--- config.mk ---
export PLATFORM = sky130hd
export DESIGN_NAME = iqint_interp_top
export DESIGN_NICKNAME = d
export VERILOG_FILES = /design/src/rtl/iqint_pkg.sv /design/src/rtl/iqint_stuff_ctrl.sv /design/src/rtl/iqint_fir.sv /design/src/rtl/iqint_interp_top.sv
export SDC_FILE = /design/constraint.sdc
export NUM_CORES = 2
export LEC_CHECK = 0
export BUFFER_PORTS_ARGS = -buffer_cell sky130_fd_sc_hd__buf_4
export CAP_MARGIN = 10
export CORE_ASPECT_RATIO = 1.1
export CORE_UTILIZATION = 65
export CTS_BUF_LIST = sky130_fd_sc_hd__clkbuf_8
export CTS_CLUSTER_SIZE = 20
export DETAILED_ROUTE_END_ITERATION = 7
export HOLD_SLACK_MARGIN = 0.08
export MAX_ROUTING_LAYER = met4
export PLACE_DENSITY = 0.83
export SYNTH_ARGS = -nofsm -noshare
export SYNTH_HDL_FRONTEND = slang
export SYNTH_SLANG_ARGS = --single-unit
--- constraint.sdc ---
create_clock -name clk -period 9.9 [get_ports clk]
set_input_delay 1.98 -clock clk [delete_from_list [all_inputs] [get_ports clk]]
set_output_delay 1.98 -clock clk [all_outputs]
set_load 0.01 [all_outputs]
--- src/rtl/iqint_pkg.sv ---
package iqint_pkg;

    function automatic int safe_clog2(input int n);
        return (n > 1) ? $clog2(n) : 1;
    endfunction

    function automatic int acc_width(input int w, input int taps);
        return 2 * w + safe_clog2(taps);
    endfunction

endpackage

--- src/rtl/iqint_stuff_ctrl.sv ---
module iqint_stuff_ctrl
    import iqint_pkg::*;
#(
    parameter int M = 4
) (
    input  logic clk,
    input  logic rst,
    output logic admit
);
    localparam int CW = safe_clog2(M);
    localparam logic [CW-1:0] CNT_LAST = CW'(M - 1);

    typedef struct packed {
        logic [CW-1:0] cnt;
        logic          ena;
    } ctrl_t;

    ctrl_t st_d, st_q;

    always_comb begin
        st_d     = st_q;
        st_d.ena = (st_q.cnt == CNT_LAST);
        st_d.cnt = st_d.ena ? '0 : st_q.cnt + 1'b1;
    end

    always_ff @(posedge clk) begin
        if (rst) st_q <= '0;
        else     st_q <= st_d;
    end

    assign admit = st_q.ena;

    // counter stays in range and the strobe lines up with count zero
    assert_cnt_range_R2: assert property (@(posedge clk) disable iff (rst)
        st_q.cnt <= CNT_LAST);
    assert_strobe_phase_R2: assert property (@(posedge clk) disable iff (rst)
        admit |-> (st_q.cnt == '0));

    generate
        if (M > 1) begin : g_spacing
            assert_strobe_single_R2: assert property (@(posedge clk) disable iff (rst)
                admit |=> !admit);
        end
    endgenerate

endmodule

--- src/rtl/iqint_fir.sv ---
module iqint_fir
    import iqint_pkg::*;
#(
    parameter int              W     = 16,
    parameter int              TAPS  = 8,
    parameter logic [TAPS*W-1:0] COEFS = '0,
    parameter int              AW    = acc_width(W, TAPS)
) (
    input  logic          clk,
    input  logic          rst,
    input  logic [W-1:0]  x,
    output logic [AW-1:0] acc
);
    typedef struct packed {
        logic [TAPS-2:0][W-1:0] dl;
        logic [AW-1:0]          acc;
    } fir_t;

    fir_t st_d, st_q;

    always_comb begin
        logic signed [AW-1:0] sum;
        st_d       = st_q;
        st_d.dl[0] = x;
        for (int k = 1; k < TAPS - 1; k++) begin
            st_d.dl[k] = st_q.dl[k-1];
        end
        sum = AW'($signed(COEFS[0 +: W])) * AW'($signed(x));
        for (int k = 1; k < TAPS; k++) begin
            sum = sum + AW'($signed(COEFS[k*W +: W])) * AW'($signed(st_q.dl[k-1]));
        end
        st_d.acc = sum;
    end

    always_ff @(posedge clk) begin
        if (rst) st_q <= '0;
        else     st_q <= st_d;
    end

    assign acc = st_q.acc;

    // a reset edge leaves the accumulator and delay line at zero
    assert_reset_clear_R1: assert property (@(posedge clk)
        rst |=> (acc == '0 && st_q.dl == '0));

    // the newest tap holds the word presented one edge earlier
    assert_tap_shift_R8: assert property (@(posedge clk) disable iff (rst)
        !$past(rst) |-> (st_q.dl[0] == $past(x)));

endmodule

--- src/rtl/iqint_interp_top.sv ---
module iqint_interp_top
    import iqint_pkg::*;
#(
    parameter int                M     = 4,
    parameter int                W     = 16,
    parameter int                TAPS  = 8,
    parameter logic [TAPS*W-1:0] COEFS = {16'sd1, -16'sd2, 16'sd9, 16'sd33,
                                          16'sd41, 16'sd20, -16'sd3, 16'sd5},
    parameter int                OW    = 20,
    parameter int                SHIFT = 2
) (
    input  logic          clk,
    input  logic          rst,
    input  logic [W-1:0]  in_i,
    input  logic [W-1:0]  in_q,
    output logic [OW-1:0] out_i,
    output logic [OW-1:0] out_q,
    output logic          out_valid
);
    localparam int NCH = 2;
    localparam int AW  = acc_width(W, TAPS);
    localparam int LAT = M + 2;
    localparam int VW  = safe_clog2(LAT + 1);
    localparam logic [VW-1:0] V_FULL = VW'(LAT);

    typedef struct packed {
        logic [NCH-1:0][W-1:0] stuff;
        logic [VW-1:0]         vcnt;
    } top_t;

    top_t st_d, st_q;
    logic admit;
    logic [NCH-1:0][W-1:0]  ch_in;
    logic [NCH-1:0][AW-1:0] acc_w;
    logic [NCH-1:0][OW-1:0] ch_out;

    assign ch_in[0] = in_i;
    assign ch_in[1] = in_q;

    iqint_stuff_ctrl #(.M(M)) u_ctrl (
        .clk   (clk),
        .rst   (rst),
        .admit (admit)
    );

    always_comb begin
        st_d = st_q;
        for (int c = 0; c < NCH; c++) begin
            st_d.stuff[c] = admit ? ch_in[c] : '0;
        end
        st_d.vcnt = (st_q.vcnt == V_FULL) ? st_q.vcnt : st_q.vcnt + 1'b1;
    end

    always_ff @(posedge clk) begin
        if (rst) st_q <= '0;
        else     st_q <= st_d;
    end

    generate
        for (genvar c = 0; c < NCH; c++) begin : g_ch
            logic [AW-1:0] unused_full;
            iqint_fir #(
                .W     (W),
                .TAPS  (TAPS),
                .COEFS (COEFS),
                .AW    (AW)
            ) u_fir (
                .clk (clk),
                .rst (rst),
                .x   (st_q.stuff[c]),
                .acc (acc_w[c])
            );
            assign unused_full = acc_w[c];
            assign ch_out[c]   = acc_w[c][SHIFT +: OW];
        end
    endgenerate

    assign out_i     = ch_out[0];
    assign out_q     = ch_out[1];
    assign out_valid = (st_q.vcnt == V_FULL);

    // edges without the strobe feed zero to both filters
    assert_zero_fill_R3: assert property (@(posedge clk) disable iff (rst)
        !admit |=> (st_q.stuff == '0));

    // both channels take their own inputs on the same strobe edge
    assert_pair_admit_R4: assert property (@(posedge clk) disable iff (rst)
        admit |=> (st_q.stuff[0] == $past(in_i) && st_q.stuff[1] == $past(in_q)));

    // once valid, it stays valid
    assert_valid_hold_R9: assert property (@(posedge clk) disable iff (rst)
        out_valid |=> out_valid);

endmodule

======== Word level (Yosys, flattened, before mapping) ========
Index checks and enable logic that the tools add are counted.
storage, ports and cells
  register bits after elaboration ......... 306
  input port bits ......................... 34
  output and inout port bits .............. 41
  logic and storage cells ................. 56
cells by class
  $add $sub $neg .......................... 18
  multipliers ............................. 12
  equal/unequal tests ..................... 2
  bitwise gates (word level) .............. 1
  reductions and logical operators ........ 2
operator list
  kind                   count
  $add 22x22->22         12
  $mul 7x16->22 const A  4
  $mul 4x16->20 const A  4
  $add 22x16->22         2
  $mul 5x16->21 const A  2
  $neg 16->21            2
  $mul 3x16->19 const A  2
  $reduce_or 2->1        2
  $add 3x1->3 const B    1
  $eq 3x3->1 const B     1
  $add 2x1->2 const B    1
  $eq 2x2->1 const B     1
  $not 1->1              1

======== Logic depth before layout (Yosys ltp) ========
  depth after elaboration ................. 8
  gate-level depth with buffers ........... 37
  mapped depth without buffers ............ 37

======== Hierarchy ========
Synthesis repeated with hierarchy kept, for this count alone.
unflattened totals
  cell total of the unflattened synthesis .. 3,136
  area total of the unflattened synthesis .. 30,987.2 sq um
by module, submodules not included
  module                     instances  cells each  area each (sq um)  sequential area each (sq um)
  iqint_fir (g_ch[0].u_fir)  1          1,534       14,934.3           2,942.8
  iqint_fir (g_ch[1].u_fir)  1          1,512       14,914.3           2,942.8
  iqint_interp_top           1          83          1,034.7            700.7
  iqint_stuff_ctrl           1          7           103.8              60.1

======== Worst setup path before layout ========
No wires, ideal clock.
  kind .................................... reg2reg
  start point ............................. reg g_ch[0].u_fir.st_q (netlist bit g_ch[0].u_fir.st_d[52])
  end point ............................... reg g_ch[0].u_fir.st_q (netlist bit g_ch[0].u_fir.acc[21])
  arrival ................................. 8.239 ns
  data required time ...................... 9.772 ns
  slack ................................... 1.533 ns
  stages on the path, launching flop included .. 36
  path buffers ............................ 0
  cell sequence ........................... dfxtp_1 > inv_1 > ha_1 > ha_1 > ha_1 > inv_1 > fa_1 > nor2b_1 > o21ai_1 > a21oi_1 > o21ai_1 > a21boi_1 > o21ai_1 > nor2b_1 > xnor2_1 > fa_1 > fa_1 > inv_1 > fa_1 > fa_1 > fa_1 > inv_1 > fa_1 > inv_1 > fa_1 > inv_1 > ha_1 > a21o_1 > a21o_1 > a22o_1 > a211oi_1 > o31ai_4 > xnor2_1 > xnor3_1 > xnor3_1 > nor2_1
between the ends
  longest elaborated chain between the ends .. 8
ends and longest elaborated chain
  item                         RTL line         source
  start, declared              iqint_fir.sv:19  fir_t st_d, st_q;
  start signal, assigned       iqint_fir.sv:37  else st_q <= st_d;
  $mul 3x16->19                iqint_fir.sv:30  sum = sum + AW'($signed(COEFS[k*W +: W])) * AW'($signed(st_q.dl[k-1]));
  $add 22x22->22 (6 in a row)  iqint_fir.sv:30
  $add 22x16->22               iqint_fir.sv:30
No other way between the ends.
A chain may end at the register's enable or synchronous reset.

======== Final worst setup path ========
  start point ............................. reg g_ch[1].u_fir.st_q (netlist bit g_ch[1].u_fir.st_d[52])
  end point ............................... reg g_ch[1].u_fir.st_q (netlist bit g_ch[1].u_fir.acc[20])
between the ends
  longest elaborated chain between the ends .. 8
ends and longest elaborated chain
  item                         RTL line
  start, declared              iqint_fir.sv:19
  start signal, assigned       iqint_fir.sv:37
  $mul 3x16->19                iqint_fir.sv:30
  $add 22x22->22 (6 in a row)  iqint_fir.sv:30
  $add 22x16->22               iqint_fir.sv:30
No other way between the ends.

==> impl_metrics.yaml <==
run_status:
  status: "finished clean"
floorplanning:
  io_pins: 75
  rows: 79
  die_w_um: 201
  fp.coreArea_sq_um: 42700
  die-area_sq_um: 44500
  initial_core_util_pct: 66.4
  fp.dieH_um: 221
synthesis:
  yosysMostFrequentCell: "inv_1"
  ys_top_cells_by_count: "inv_1 (539), ha_1 (502), fa_1 (334)"
  syn_inst: 2836
  async_flop_share_pct: 0
  synth.avg_cell_area_sq_um: 10.0
  netlist_area_sq_um: 28400
  ys_seq_area_share_pct: 21.3
  synthFlopType: "dfxtp_1"
  ys_seq_elements: 302
  syn_nets: 3706
  ys_warn_count: 0
  ys_types: 70
  synthTopCellsByArea: "fa_1 (24%), ha_1 (22%), dfxtp_1 (21%)"
  synth_edf_count: 0
  synth_top_area_cell: "fa_1"
  yosys.area.top_type_share_pct: 23.6
setup_path:
  slowest_stage: "a2111oi_0"
  path_depth: 33
  cp-end-kind: "flip-flop"
  critical_path_class: "reg -> reg"
  max_stage_delay_ps: 670
  crit_buf_inv: 5
  cp-start-kind: "flip-flop"
  ff2ff_path_depth: 33
  worstPathArrival_ps: 9760
  critPathMostFrequentCell: "fa_1"
  crit_required_ps: 10450
  worst-path-max-fanout: 3
  cp_top_family: "adder cells"
cts:
  post_cts_buffers: 0
  clockBufferDepth: 3
  holdBufCountCts: 0
  cts_buffers: 52
  cts_root_buf: "clkbuf_8"
  htreeDepth: 2
  clk_latency_ps: 680
  post_cts_resized: 0
  cts_num_sinks: 302
  clkSlewWorstSetupHoldPaths_ps: 70
  cts_tree: "yes"
power:
  ir_drop_mv: 0.108
  p_per_area_nw_per_um2: 97.8
  power_switching_uw: 892
  total_power_mw: 2.96
  combPwrFrac_pct: 17.8
  p_int_mw: 2.07
  leakage_nw: 15.6
  p_clk_share_pct: 39.9
  switching_share_pct: 30.1
  sequentialPowerShare_pct: 42.3
detailed_routing:
  num_vias: 19204
  first_pass_iters: 5
  drtAntennaViolNets: 0
  post-route-drc-count: 0
  vias_per_cell: 5.49
  routedWlPerCell_um: 18.0
  wl_mm: 63.0
  drtIter0Drc: 741
timing:
  tns_ps: 0
  worst_clock_skew_ps: 39.7
  final-max-slew-violation-count: 0
  period_minus_slack_ps: 9220
  rsz0062_at_grt: "false"
  final.period_utilization_pct: 93.1
  slew_headroom_pct: 39.7
  setup_viol: 0
  finalHoldViolCount: 0
  tightest_slew_ps: 905
  fmax_mhz: 109
global_route:
  grt_max_degree: 193
  antenna_found_initial: 1
  grt_usage_pct: 30.5
  globalRoute.totalOverflow: 0
  grt_pass1_wl_mm: 105
  grt_pass1_vias: 21458
flow_run:
  drv_cap: 0
min_path:
  hold_depth: 2
  min_path_type: "reg -> reg"
layout:
  multi_input_area_sq_um: 19900
  nNetsFinal: 3764
  num_antenna_cells: 0
  num-fill-cells: 3090
  seq_area_sq_um: 6050
  area.growth.synth_to_final_pct: 6.87
  drive_gt1_share_pct: 5.96
placement:
  post-dp-hpwl_mm: 51.7
  io_buffers: 74
  place.gp.congestion: 0.957
==> flip-flops by register name, indices dropped and copies added, names as in the netlist <==
register         cells
g_ch.u_fir.acc      40
g_ch.u_fir.st_d    192
g_ch.u_fir.st_q     32
st_q                35
u_ctrl.admit         1
u_ctrl.st_q          2
==> metal layers <==
layer	vias up	wire length, um	GRT usage, %
met3	167	2520	4.95
met5	-	0	-
li1	9170	-	-
met4	0	2310	10.5
met1	9478	24700	33.5
met2	389	33500	55.3
==> layout by cell type (no fill, tap or decap), drive strengths merged, types with 9 or more instances in the layout <==
cell type / instances
nor3: 30
fa: 334
nor2b: 205
nand2b: 12
dfxtp: 302
o21a: 20
ha: 502
clkbuf: 63
o21ai: 54
nor2: 156
a21oi: 103
nand2: 56
buf: 77
a21o: 40
a211oi: 11
clkinv: 16
o31a: 9
xor2: 59
nand3: 17
xnor2: 123
o21bai: 29
inv: 552
and3: 10
or3: 15
and2: 35
o211ai: 9
==> stage by stage <==
stage | cell area [sq um] | utilization, % | std cells | hold WS [ps] | setup slack, ps
floorplan | 28400 | - | 2836 | 407 | 1530
global placement | 29200 | 68.5 | 3407 | 414 | 993
detailed placement | 29200 | 68.5 | 3407 | 446 | 761
CTS | 30300 | 71.0 | 3501 | 447 | 730
global route | 30300 | 71.0 | 3501 | 480 | 245
finish | 30300 | 71.0 | 3501 | 440 | 685
==> power by group through the flow <==
stage / Clock, mW / Combinational, mW / Sequential (mW)
global route: 1.26 / 0.601 / 1.25
finish: 1.18 / 0.527 / 1.25
detailed placement: 0 / 0.529 / 1.28
floorplan: 0 / 0.403 / 1.27
CTS: 1.21 / 0.533 / 1.25
global placement: 0 / 0.500 / 1.28
==> worst register-to-register path: cells and delay by family, from the launching register on <==
family                   cells  cell delay, ps
flip-flops                   1             360
AND/OR/NAND/NOR              1             110
adder cells (fa/ha/maj)     12            5070
XOR/XNOR                     1             170
buffers and inverters        5             300
AO/OA/AOI/OAI               14            3070
==> cell families after synthesis <==
kind of cell    Yosys count  share of synthesized area, %
simple gates            573                          10.8
mux                       2                        0.0706
flops                   302                          21.3
buf+inv                 613                          8.64
xor+xnor                186                          5.99
compound gates          324                          7.47
fa+ha+maj               836                          45.7
==> final cells by class <==
| cell class | instances | share of cell area [%] |
|---|---|---|
| clock buffer | 63 | 2.86 |
| clock inverter | 31 | 0.644 |
| inverter | 540 | 6.69 |
| multi-input combinational | 1921 | 65.5 |
| sequential | 302 | 19.9 |
| tap | 567 | 2.34 |
| timing repair buffer | 77 | 1.97 |
==> final timing paths <==
kind	to	startpoint	slack, ps
worst max-delay path	g_ch[1].u_fir.acc[20]$_SDFF_PP0_	g_ch[1].u_fir.st_d[52]$_SDFF_PP0_	680
worst min-delay path	g_ch[0].u_fir.st_d[76]$_SDFF_PP0_	g_ch[0].u_fir.st_d[60]$_SDFF_PP0_	440
worst max register to register	g_ch[1].u_fir.acc[20]$_SDFF_PP0_	g_ch[1].u_fir.st_d[52]$_SDFF_PP0_	680
worst min register to register	g_ch[0].u_fir.st_d[76]$_SDFF_PP0_	g_ch[0].u_fir.st_d[60]$_SDFF_PP0_	440
(Power assumes the default switching activity.)
